[src/rtl/con_pkg.sv]
package con_pkg;
  localparam int unsigned OFF_TXCHAR  = 'h00;
  localparam int unsigned OFF_RXCOUNT = 'h04;
  localparam int unsigned OFF_CMD     = 'h08;
  localparam int unsigned OFF_ADDR_LO = 'h10;
  localparam int unsigned OFF_LEN     = 'h14;
  localparam int unsigned OFF_ADDR_HI = 'h18;
  localparam int unsigned OFF_VERSION = 'h20;
  localparam logic [31:0] VERSION_ID  = 32'd1;

  typedef enum logic [31:0] {
    CMD_IRQ_OFF  = 32'd0,
    CMD_IRQ_ON   = 32'd1,
    CMD_SEND_BUF = 32'd2,
    CMD_RECV_BUF = 32'd3
  } con_cmd_e;

  function automatic logic cmd_is_xfer(input logic [31:0] code);
    return (code == CMD_SEND_BUF) || (code == CMD_RECV_BUF);
  endfunction

  function automatic logic [63:0] set_hi_word(input logic [63:0] cur, input logic [31:0] w);
    return {w, cur[31:0]};
  endfunction

  function automatic logic [63:0] set_lo_word(input logic [31:0] w);
    return {32'h0, w};
  endfunction
endpackage

[src/rtl/con_rx_fifo.sv]
module con_rx_fifo #(
  parameter int DEPTH = 16,
  parameter int CNT_W = $clog2(DEPTH + 1)
) (
  input  logic             clk,
  input  logic             rst_n,
  input  logic             push,
  input  logic [7:0]       push_data,
  input  logic             pop,
  output logic [7:0]       head,
  output logic [CNT_W-1:0] count,
  output logic             full,
  output logic             empty
);
  localparam int PTR_W = (DEPTH > 1) ? $clog2(DEPTH) : 1;

  logic [7:0]       mem [DEPTH];
  logic [PTR_W-1:0] wr_ptr, rd_ptr;
  logic             do_push, do_pop;

  function automatic logic [PTR_W-1:0] ptr_step(input logic [PTR_W-1:0] p);
    return (p == PTR_W'(DEPTH - 1)) ? '0 : p + 1'b1;
  endfunction

  assign full    = (count == CNT_W'(DEPTH));
  assign empty   = (count == '0);
  assign do_push = push && !full;
  assign do_pop  = pop && !empty;
  assign head    = mem[rd_ptr];

  always_ff @(posedge clk) begin
    if (do_push) mem[wr_ptr] <= push_data;
  end

  always_ff @(posedge clk) begin
    if (!rst_n) begin
      wr_ptr <= '0;
      rd_ptr <= '0;
      count  <= '0;
    end else begin
      if (do_push) wr_ptr <= ptr_step(wr_ptr);
      if (do_pop)  rd_ptr <= ptr_step(rd_ptr);
      count <= count + CNT_W'(do_push) - CNT_W'(do_pop);
    end
  end
endmodule

[src/rtl/con_xfer_regs.sv]
module con_xfer_regs (
  input  logic        clk,
  input  logic        rst_n,
  input  logic        wr_lo,
  input  logic        wr_hi,
  input  logic        wr_len,
  input  logic [31:0] wdata,
  output logic [63:0] addr,
  output logic [31:0] len
);
  import con_pkg::*;

  always_ff @(posedge clk) begin
    if (!rst_n) begin
      addr <= '0;
      len  <= '0;
    end else begin
      if (wr_lo)       addr <= set_lo_word(wdata);
      else if (wr_hi)  addr <= set_hi_word(addr, wdata);
      if (wr_len)      len  <= wdata;
    end
  end
endmodule

[src/rtl/con_irq_gate.sv]
module con_irq_gate #(
  parameter int CNT_W = 5
) (
  input  logic             clk,
  input  logic             rst_n,
  input  logic             cmd_off,
  input  logic             cmd_on,
  input  logic             rx_push,
  input  logic             recv_done,
  input  logic [CNT_W-1:0] cnt_now,
  input  logic [CNT_W-1:0] cnt_next,
  output logic             irq_en,
  output logic             irq
);
  always_ff @(posedge clk) begin
    if (!rst_n) begin
      irq_en <= 1'b0;
      irq    <= 1'b0;
    end else if (cmd_off && irq_en) begin
      irq_en <= 1'b0;
      irq    <= 1'b0;
    end else if (cmd_on && !irq_en) begin
      irq_en <= 1'b1;
      irq    <= (cnt_now != '0) || rx_push;
    end else if (rx_push && irq_en) begin
      irq    <= 1'b1;
    end else if (recv_done && irq_en && cnt_next == '0) begin
      irq    <= 1'b0;
    end
  end
endmodule

[src/rtl/mmio_console.sv]
module mmio_console #(
  parameter int DEPTH  = 16,
  parameter int ADDR_W = 6
) (
  input  logic              clk,
  input  logic              rst_n,
  input  logic              bus_sel,
  input  logic              bus_wr,
  input  logic [ADDR_W-1:0] bus_addr,
  input  logic [31:0]       bus_wdata,
  output logic [31:0]       bus_rdata,
  output logic              bus_ready,
  output logic              tx_valid,
  output logic [7:0]        tx_data,
  input  logic              tx_ready,
  input  logic              rx_valid,
  input  logic [7:0]        rx_data,
  output logic              rx_ready,
  output logic              irq,
  output logic              dma_start,
  output logic              dma_to_mem,
  output logic [63:0]       dma_addr,
  output logic [31:0]       dma_len,
  input  logic              dma_done,
  input  logic              dma_pop,
  output logic [7:0]        dma_pop_data,
  output logic              dma_pop_valid
);
  import con_pkg::*;

  localparam int CNT_W = $clog2(DEPTH + 1);

  logic [31:0]      off;
  logic             hit_tx, hit_cmd, hit_xfer, wr_fire;
  logic             cmd_off_fire, cmd_on_fire, recv_done;
  logic             lo_fire, hi_fire, len_fire;
  logic             rx_push, rx_pop;
  logic [CNT_W-1:0] rx_count, rx_count_next;
  logic             rx_full, rx_empty, irq_en;

  assign off      = 32'(bus_addr);
  assign hit_tx   = bus_sel && bus_wr && (off == OFF_TXCHAR);
  assign hit_cmd  = bus_sel && bus_wr && (off == OFF_CMD);
  assign hit_xfer = hit_cmd && cmd_is_xfer(bus_wdata);

  always_comb begin
    if (hit_tx)        bus_ready = tx_ready;
    else if (hit_xfer) bus_ready = dma_done;
    else               bus_ready = 1'b1;
  end

  assign wr_fire      = bus_sel && bus_wr && bus_ready;
  assign cmd_off_fire = wr_fire && (off == OFF_CMD) && (bus_wdata == CMD_IRQ_OFF);
  assign cmd_on_fire  = wr_fire && (off == OFF_CMD) && (bus_wdata == CMD_IRQ_ON);
  assign recv_done    = wr_fire && (off == OFF_CMD) && (bus_wdata == CMD_RECV_BUF);
  assign lo_fire      = wr_fire && (off == OFF_ADDR_LO);
  assign hi_fire      = wr_fire && (off == OFF_ADDR_HI);
  assign len_fire     = wr_fire && (off == OFF_LEN);

  assign tx_valid   = hit_tx;
  assign tx_data    = bus_wdata[7:0];
  assign dma_start  = hit_xfer;
  assign dma_to_mem = (bus_wdata == CMD_RECV_BUF);

  always_comb begin
    bus_rdata = '0;
    if (bus_sel && !bus_wr) begin
      if (off == OFF_RXCOUNT)      bus_rdata = 32'(rx_count);
      else if (off == OFF_VERSION) bus_rdata = VERSION_ID;
    end
  end

  assign rx_ready      = !rx_full;
  assign rx_push       = rx_valid && !rx_full;
  assign rx_pop        = dma_pop && !rx_empty;
  assign rx_count_next = rx_count + CNT_W'(rx_push) - CNT_W'(rx_pop);
  assign dma_pop_valid = !rx_empty;

  con_rx_fifo #(.DEPTH(DEPTH), .CNT_W(CNT_W)) u_fifo (
    .clk(clk), .rst_n(rst_n), .push(rx_push), .push_data(rx_data),
    .pop(rx_pop), .head(dma_pop_data), .count(rx_count),
    .full(rx_full), .empty(rx_empty)
  );

  con_xfer_regs u_regs (
    .clk(clk), .rst_n(rst_n), .wr_lo(lo_fire), .wr_hi(hi_fire),
    .wr_len(len_fire), .wdata(bus_wdata), .addr(dma_addr), .len(dma_len)
  );

  con_irq_gate #(.CNT_W(CNT_W)) u_irq (
    .clk(clk), .rst_n(rst_n), .cmd_off(cmd_off_fire), .cmd_on(cmd_on_fire),
    .rx_push(rx_push), .recv_done(recv_done), .cnt_now(rx_count),
    .cnt_next(rx_count_next), .irq_en(irq_en), .irq(irq)
  );
endmodule

[config.mk]
export PLATFORM = sky130hd
export DESIGN_NAME = mmio_console
export DESIGN_NICKNAME = d
export VERILOG_FILES = /design/src/rtl/con_pkg.sv /design/src/rtl/con_rx_fifo.sv /design/src/rtl/con_xfer_regs.sv /design/src/rtl/con_irq_gate.sv /design/src/rtl/mmio_console.sv
export SDC_FILE = /design/constraint.sdc
export NUM_CORES = 1
export LEC_CHECK = 0
export BUFFER_PORTS_ARGS = -buffer_cell sky130_fd_sc_hd__buf_2
export CORE_MARGIN = 2
export CORE_UTILIZATION = 55
export CTS_CLUSTER_SIZE = 16
export DETAILED_ROUTE_END_ITERATION = 7
export GPL_TIMING_DRIVEN = 0
export PLACE_DENSITY = 0.81
export SLEW_MARGIN = 25
export SYNTH_ARGS = -nofsm -noshare
export SYNTH_HDL_FRONTEND = slang
export SYNTH_HIERARCHICAL = 1
export SYNTH_SLANG_ARGS = --single-unit
export TNS_END_PERCENT = 20
[constraint.sdc]
create_clock -name clk -period 4.5 [get_ports clk]
set_clock_uncertainty 0.1 [all_clocks]
set_input_delay 0.675 -clock clk [delete_from_list [all_inputs] [get_ports clk]]
set_output_delay 0.675 -clock clk [all_outputs]
set_load 0.05 [all_outputs]
; Word level (Yosys, flattened, before mapping)
; Memories as Yosys holds them, arrays and structs flattened. A register that Yosys moved wholly into a read port is not among the register bits.
; Index checks and enable logic that the tools add are counted.
[word_totals]
ff_bits = 111
ramBits = 128
in_bits = 54
output_inout_bits = 151
word_cells = 79
memories = 1
[mem_list]
columns = memory, words, width, rd, rd_clocked_by_memory_dff, write_ports, line_no
row1 = u_fifo.mem, 16, 8, 1, 1, 1, con_rx_fifo.sv:17  ; logic [7:0] mem [DEPTH];
[op_classes]
n_addsub = 6
eq_ne = 12
muxes = 15
n_bitwise = 1
reduce_logical = 36
[ops]
columns = operator, count
row1 = "equality test 32 x 2 -> 1 bit, second input constant", 2
row2 = zero test 32 bit, 2
row3 = "equality test 32 x 1 -> 1 bit, second input constant", 1
row4 = 2-to-1 mux 32 bit, 1
row5 = logical AND 1 bit, 22
row6 = "equality test 6 x 5 -> 1 bit, second input constant", 3
row7 = 2-to-1 mux 4 bit, 4
row8 = adder 5 x 1 -> 5 bit, 2
row9 = zero test 5 bit, 2
row10 = 2-to-1 mux 5 bit, 2
row11 = subtractor 5 x 1 -> 5 bit, 2
row12 = "adder 4 x 1 -> 4 bit, second input constant", 2
row13 = "equality test 4 bit, second input constant", 2
row14 = 2-to-1 mux 1 bit, 8
row15 = "equality test 6 x 3 -> 1 bit, second input constant", 1
row16 = "equality test 6 x 4 -> 1 bit, second input constant", 1
row17 = "equality test 6 bit, second input constant", 1
row18 = "equality test 5 bit, second input constant", 1
row19 = nonzero test 5 bit, 1
row20 = zero test 1 bit, 4
row21 = OR reduction 2 bit, 2
row22 = nonzero test 3 bit, 1
row23 = logical OR 1 bit, 2
row24 = inverter 1 bit, 1

; Logic depth before layout (Yosys ltp)
[logic_depth]
word_depth = 13
mapped_depth = 15
depth_no_buf = 15

; Cells and area by module
; The synthesis kept the hierarchy.
[by_module_without_submodules]
columns = mod, instances, cells_per_inst, area_per_inst_um2, seq_area_each_um2
row1 = con_rx_fifo, 1, 305, 5838.1, 4184.0
row2 = con_xfer_regs, 1, 311, 3673.5, 1921.8
row3 = mmio_console, 1, 104, 860.8, 0.0
row4 = con_irq_gate, 1, 14, 113.9, 40.0

; Worst setup path after synthesis
; OpenSTA, ideal clock, no wires.
[synth_timing]
kind = flip-flop to flip-flop
from = register u_fifo.count[3]
to = register u_irq.irq
setup_ns = 0.124
t_arrival_ns = 3.119
required_time_ns = 4.276
slack_ns = 1.157
path_stages_with_launch = 16
path_buffers = 0
synth_period_minus_slack_ns = 3.343
cell_sequence = dfxtp_1 -> inv_1 -> ha_1 -> or4b_4 -> inv_1 -> nor2b_1 -> ha_1 -> inv_1 -> ha_1 -> fa_1 -> a21o_1 -> a21oi_1 -> xnor2_1 -> or4_1 -> nor3_2 -> o32ai_1
[synth_via]
elab_cells_between_ends = 16
classes_between = 2 x add/sub / 1 x eq/ne / 2 x mux / 11 x reduce/logical
[synth_lines]
columns = element, line_no
row1 = from (decl), con_rx_fifo.sv:11  ; output logic [CNT_W-1:0] count,
row2 = from (signal assigned), con_rx_fifo.sv:43  ; count <= count + CNT_W'(do_push) - CNT_W'(do_pop);
row3 = zero test 5 bit, con_rx_fifo.sv:26  ; assign empty = (count == '0);
row4 = via rx_empty, mmio_console.sv:39  ; logic rx_full, rx_empty, irq_en;
row5 = zero test 1 bit, mmio_console.sv:75  ; assign rx_pop = dma_pop && !rx_empty;
row6 = logical AND 1 bit, mmio_console.sv:75
row7 = via rx_pop, mmio_console.sv:37  ; logic rx_push, rx_pop;
row8 = subtractor 5 x 1 -> 5 bit, mmio_console.sv:76  ; assign rx_count_next = rx_count + CNT_W'(rx_push) - CNT_W'(rx_pop);
row9 = via rx_count_next[4], mmio_console.sv:38  ; logic [CNT_W-1:0] rx_count, rx_count_next;
row10 = zero test 5 bit, con_irq_gate.sv:27  ; end else if (recv_done && irq_en && cnt_next == '0) begin
row11 = logical AND 1 bit, con_irq_gate.sv:27
row12 = nonzero test 3 bit (no line), -
row13 = to (signal assigned), con_irq_gate.sv:24  ; irq <= (cnt_now != '0) || rx_push;
row14 = to (decl), con_irq_gate.sv:13  ; output logic irq
; The timed path passes the listed nets, and every way through them passes these cells.
; A chain may end at the register's enable or synchronous reset.

; Final worst setup path
[layout_timing]
from = register u_fifo.count[2]
to = register u_fifo.count[4]
[layout_via]
elab_chain_len = 6
elab_cells_between_ends = 10
classes_between = 2 x add/sub / 1 x eq/ne / 7 x reduce/logical
[layout_lines]
columns = element, line_no
row1 = equality test 5 bit, con_rx_fifo.sv:25  ; assign full = (count == CNT_W'(DEPTH));
row2 = via rx_full, mmio_console.sv:39
row3 = zero test 1 bit, mmio_console.sv:74  ; assign rx_push = rx_valid && !rx_full;
row4 = logical AND 1 bit, mmio_console.sv:74
row5 = via rx_push, mmio_console.sv:37
row6 = logical AND 1 bit, con_rx_fifo.sv:27  ; assign do_push = push && !full;
row7 = adder 5 x 1 -> 5 bit, con_rx_fifo.sv:43
row8 = subtractor 5 x 1 -> 5 bit, con_rx_fifo.sv:43
; The timed path passes the listed nets, and every way through them passes these cells.

==> impl_summary.log <==
INFO  metric tritoncts_num_sinks = between 200 and 250
INFO  metric total_leakage_power = slightly below 5 nW
INFO  metric num-fill-cells = 1310
INFO  metric final-seq-area = 0.00615 mm^2
INFO  metric num_rows = 50
INFO  metric synth_edf_count = 128
INFO  metric crit_path_end_kind = flop
INFO  metric die_area = 0.0202 mm^2
INFO  metric synth_top_area_share = between 30% and 40%
INFO  metric netSwitchingPower = 1.62 mW
INFO  metric worstHoldPathType = in -> reg
INFO  metric core = approximately 0.019 mm^2
INFO  metric postCtsResizedCells = 0
INFO  metric starting_density_of_the_core = 56.1%
INFO  metric antenna_found_initial = 0
INFO  metric first_pass_grt_wire_length = 36.1 mm
INFO  metric post_synthesis_cell_count = 734
INFO  metric synthFlopType = edfxtp_1
INFO  metric status = complete, no violations
INFO  metric route.detailed.drc = 0
INFO  metric power-per-cell-area = 467 mW/mm^2
INFO  metric finalSetupViolations = 0
INFO  metric crit_path_start_kind = flop
INFO  metric syn2layout_area_growth = 20.7%
INFO  metric per_instance_average_area_after_synthesis = 14.3 um^2
INFO  metric grt_setup_unrepaired = false
INFO  metric detailroute.via_count = between 6000 and 7000
INFO  metric grt_remaining_overflow = 0
INFO  metric p_clk_share = 37.6%
INFO  metric timing_hold_violations_final = 0
INFO  metric ys_top_cells_by_count = edfxtp_1, dfxtp_1, mux2i_1, nor2b_1, nor2_1
INFO  metric gpl.final_weighted_congestion = 0.790
INFO  metric cts_root_buf = clkbuf_16
INFO  metric htreeDepth = 1
INFO  metric grt_usage = 23.4%
INFO  metric reg2regPathDepth = 14
INFO  metric buffer_ports.inserted = 177
INFO  metric period_share = between 80% and 90%
INFO  metric yosysTopAreaCell = edfxtp_1
INFO  metric starting_drt_drc_count = 300
INFO  metric tightest_slew = 0.772 ns
INFO  metric synthTopCellsByArea = edfxtp_1, dfxtp_1, mux2i_1
INFO  metric fmaxAchievable = 268 MHz
INFO  metric finalCriticalPeriod = roughly 3.7 ns
INFO  metric total_placed_cells_including_tap_cells = about 1200
INFO  metric class_of_the_most_critical_setup_path = reg -> reg
INFO  metric multiInputGateArea = between 0.003 and 0.004 mm^2
INFO  metric synth_async_sr_flop_share = 0%
INFO  metric crit_fanout = 7
INFO  metric switching_share = 27.4%
INFO  metric dieWidth = 142 um
INFO  metric routedWlPerCell = a little under 20 um
INFO  metric clock_network_latency_to_the_later_pin_of_the_worst_skew_pair = 0.52 ns
INFO  metric hold_buffer_count_at_cts = 0
INFO  metric worst_setup_hold_path_clk_slew = 0.07 ns
INFO  metric via_per_inst = 5.38
INFO  metric synth.ff_latch_count = 243
INFO  metric holdWs = 0.373 ns
INFO  metric final_util = 67.7%
INFO  metric place_hpwl = 16.4 mm
INFO  metric count_of_yosys_warnings_during_synthesis = 6
INFO  metric slew_headroom = 48.6%
INFO  metric floorplan.io_pins = between 200 and 250
INFO  metric cts.path.max_buffers = 3
INFO  metric critical_path_arrival = 4.06 ns
INFO  metric max_stage_delay = 0.44 ns
INFO  metric power.combinational.fraction = between 20 and 25%
INFO  metric worst_ep_required_time = 4.82 ns
INFO  metric final-instance-count-excl-fill = 1217
INFO  metric dr.pass1.iters = 5
INFO  metric dpl_worst_slack = 0.789 ns
INFO  metric clock_tree_from_tritoncts = done
INFO  metric mappedNetlistArea = 0.0105 mm^2
INFO  metric timing.final.max_slew_violations = 0
INFO  metric finalWorstSetupSlack = 0.765 ns
INFO  metric final_nets = slightly above 1000
INFO  metric yosysMostFrequentCell = edfxtp_1
INFO  metric ant_nets = 0
INFO  metric p_int = 4.29 mW
INFO  metric slowest_stage = dfxtp_1
INFO  metric fin_setup_tns = 0 ns
INFO  metric grt_max_degree = 17
INFO  metric timing.reg2reg.setup_slack = between 0.7 and 0.8 ns
INFO  metric cap_violations = 0
INFO  metric first_global_vias = 6571
INFO  metric cts_buffer_count = 25
INFO  metric crit_path_cell_trace = inv_1 > ha_1 > nand4bb_1 > inv_1 > nor2b_1 > nand2_1 > ha_1 > inv_1 > ha_1 > fa_1 > a21oi_1 > nor2_1 > or3_1 > and3_1
INFO  metric antenna-diode-count = 0
INFO  metric drt_wl_total = 23.6 mm
INFO  metric layout_cells_sized_above_1 = roughly a third
INFO  metric yosysUniqueCellTypes = 57
INFO  metric die_height = approximately 140 um
INFO  metric post-cts-setup-buffers = 0
INFO  metric ir_worst_vdd = 332 uV
INFO  metric sequential_group_share_of_total_power = about two fifths
INFO  metric synth_seq_area_share = 58.6%
INFO  metric whs_path_depth = 3
## sequential cells by signal (all words and copies together) (netlist names), named ones only
name           cells
u_fifo/count       5
u_fifo/mem       128
u_fifo/rd_ptr      4
u_fifo/wr_ptr      4
u_irq/irq          1
u_irq/irq_en       1
u_regs/addr       64
u_regs/len        32
## cell type report
class / count / area share (%)
buffer: 68 / 4.79
clock buffer: 28 / 5.11
clock inverter: 18 / 1.97
inverter: 19 / 0.563
multi-input combinational: 430 / 29.7
sequential: 243 / 48.6
tap: 234 / 2.31
timing repair buffer: 177 / 7.00
## cells by family after synthesis
| logic type | Yosys count | synth area share (%) |
|---|---|---|
| buffers and inverters | 87 | 6.47 |
| flip-flops | 243 | 58.6 |
| AO/OA/AOI/OAI | 37 | 2.53 |
| XOR/XNOR | 9 | 0.752 |
| AND/OR/NAND/NOR | 209 | 12.6 |
| adder cells (fa/ha/maj) | 18 | 2.29 |
| other | 1 | 0.0358 |
| multiplexers | 130 | 16.7 |
## cells in the final DEF (no fill, tap or decap), types with 4 or more instances in the layout
cell and count:
and3_1 7, and2_1 23, a21oi_1 8, mux4_1 14, ha_1 16, clkinv_2 4
buf_12 6, xnor2_1 6, inv_1 19, a21boi_0 4, mux4_2 18, dfxtp_1 115
mux2i_1 97, buf_4 38, conb_1 27, clkbuf_16 25, buf_2 185, nand2_1 21
nor4_4 4, clkinv_1 4, nor2b_1 67, a22oi_1 16, bufinv_16 6, nor2_1 40
edfxtp_1 128, nor3_1 8, nand3_1 6, buf_6 11
## power groups by stage
stage                     clock, mW  combinational [mW]  sequential [mW]
after floorplan                   0               0.934             2.50
after global placement            0                1.19             2.51
after detailed placement          0                1.22             2.51
after CTS                      2.26                1.23             2.47
after global routing           2.35                1.32             2.47
final                          2.22                1.22             2.46
## per-stage QoR
| step | power (mW) | area, um^2 |
|---|---|---|
| after global placement | 3.70 | 11800 |
| after floorplan | 3.43 | 10600 |
| after global routing | 6.14 | 12700 |
| after CTS | 5.96 | 12700 |
| after detailed placement | 3.73 | 11800 |
| final | 5.91 | 12700 |
## critical path: cells and delay by family (launching register included)
family	cells	cell delay [ns]
AOI/OAI and AO/OA	1	0.16
buffers and inverters	3	0.27
adders and majority gates	4	1.21
DFF	1	0.44
and+or+nand+nor	6	1.47
## per-layer routing
layer / vias to the layer above / GRT usage, % / share of wire, %
li1: 3071 / - / -
met2: 237 / 41.7 / 51
met3: 36 / 5.82 / 7.0
met4: 0 / 7.74 / 2.4
met5: - / 0 / 0
met1: 3201 / 27.6 / 39
## worst paths after layout
kind | from | endpoint
worst max-delay path | u_fifo/count[2] | u_fifo/count[4]
worst min-delay path | bus_wdata[24] | u_regs/addr[56]
worst max register to register | u_fifo/count[2] | u_fifo/count[4]
worst min register to register | u_regs/addr[50] | u_regs/addr[50]
(Power assumes the default switching activity.)
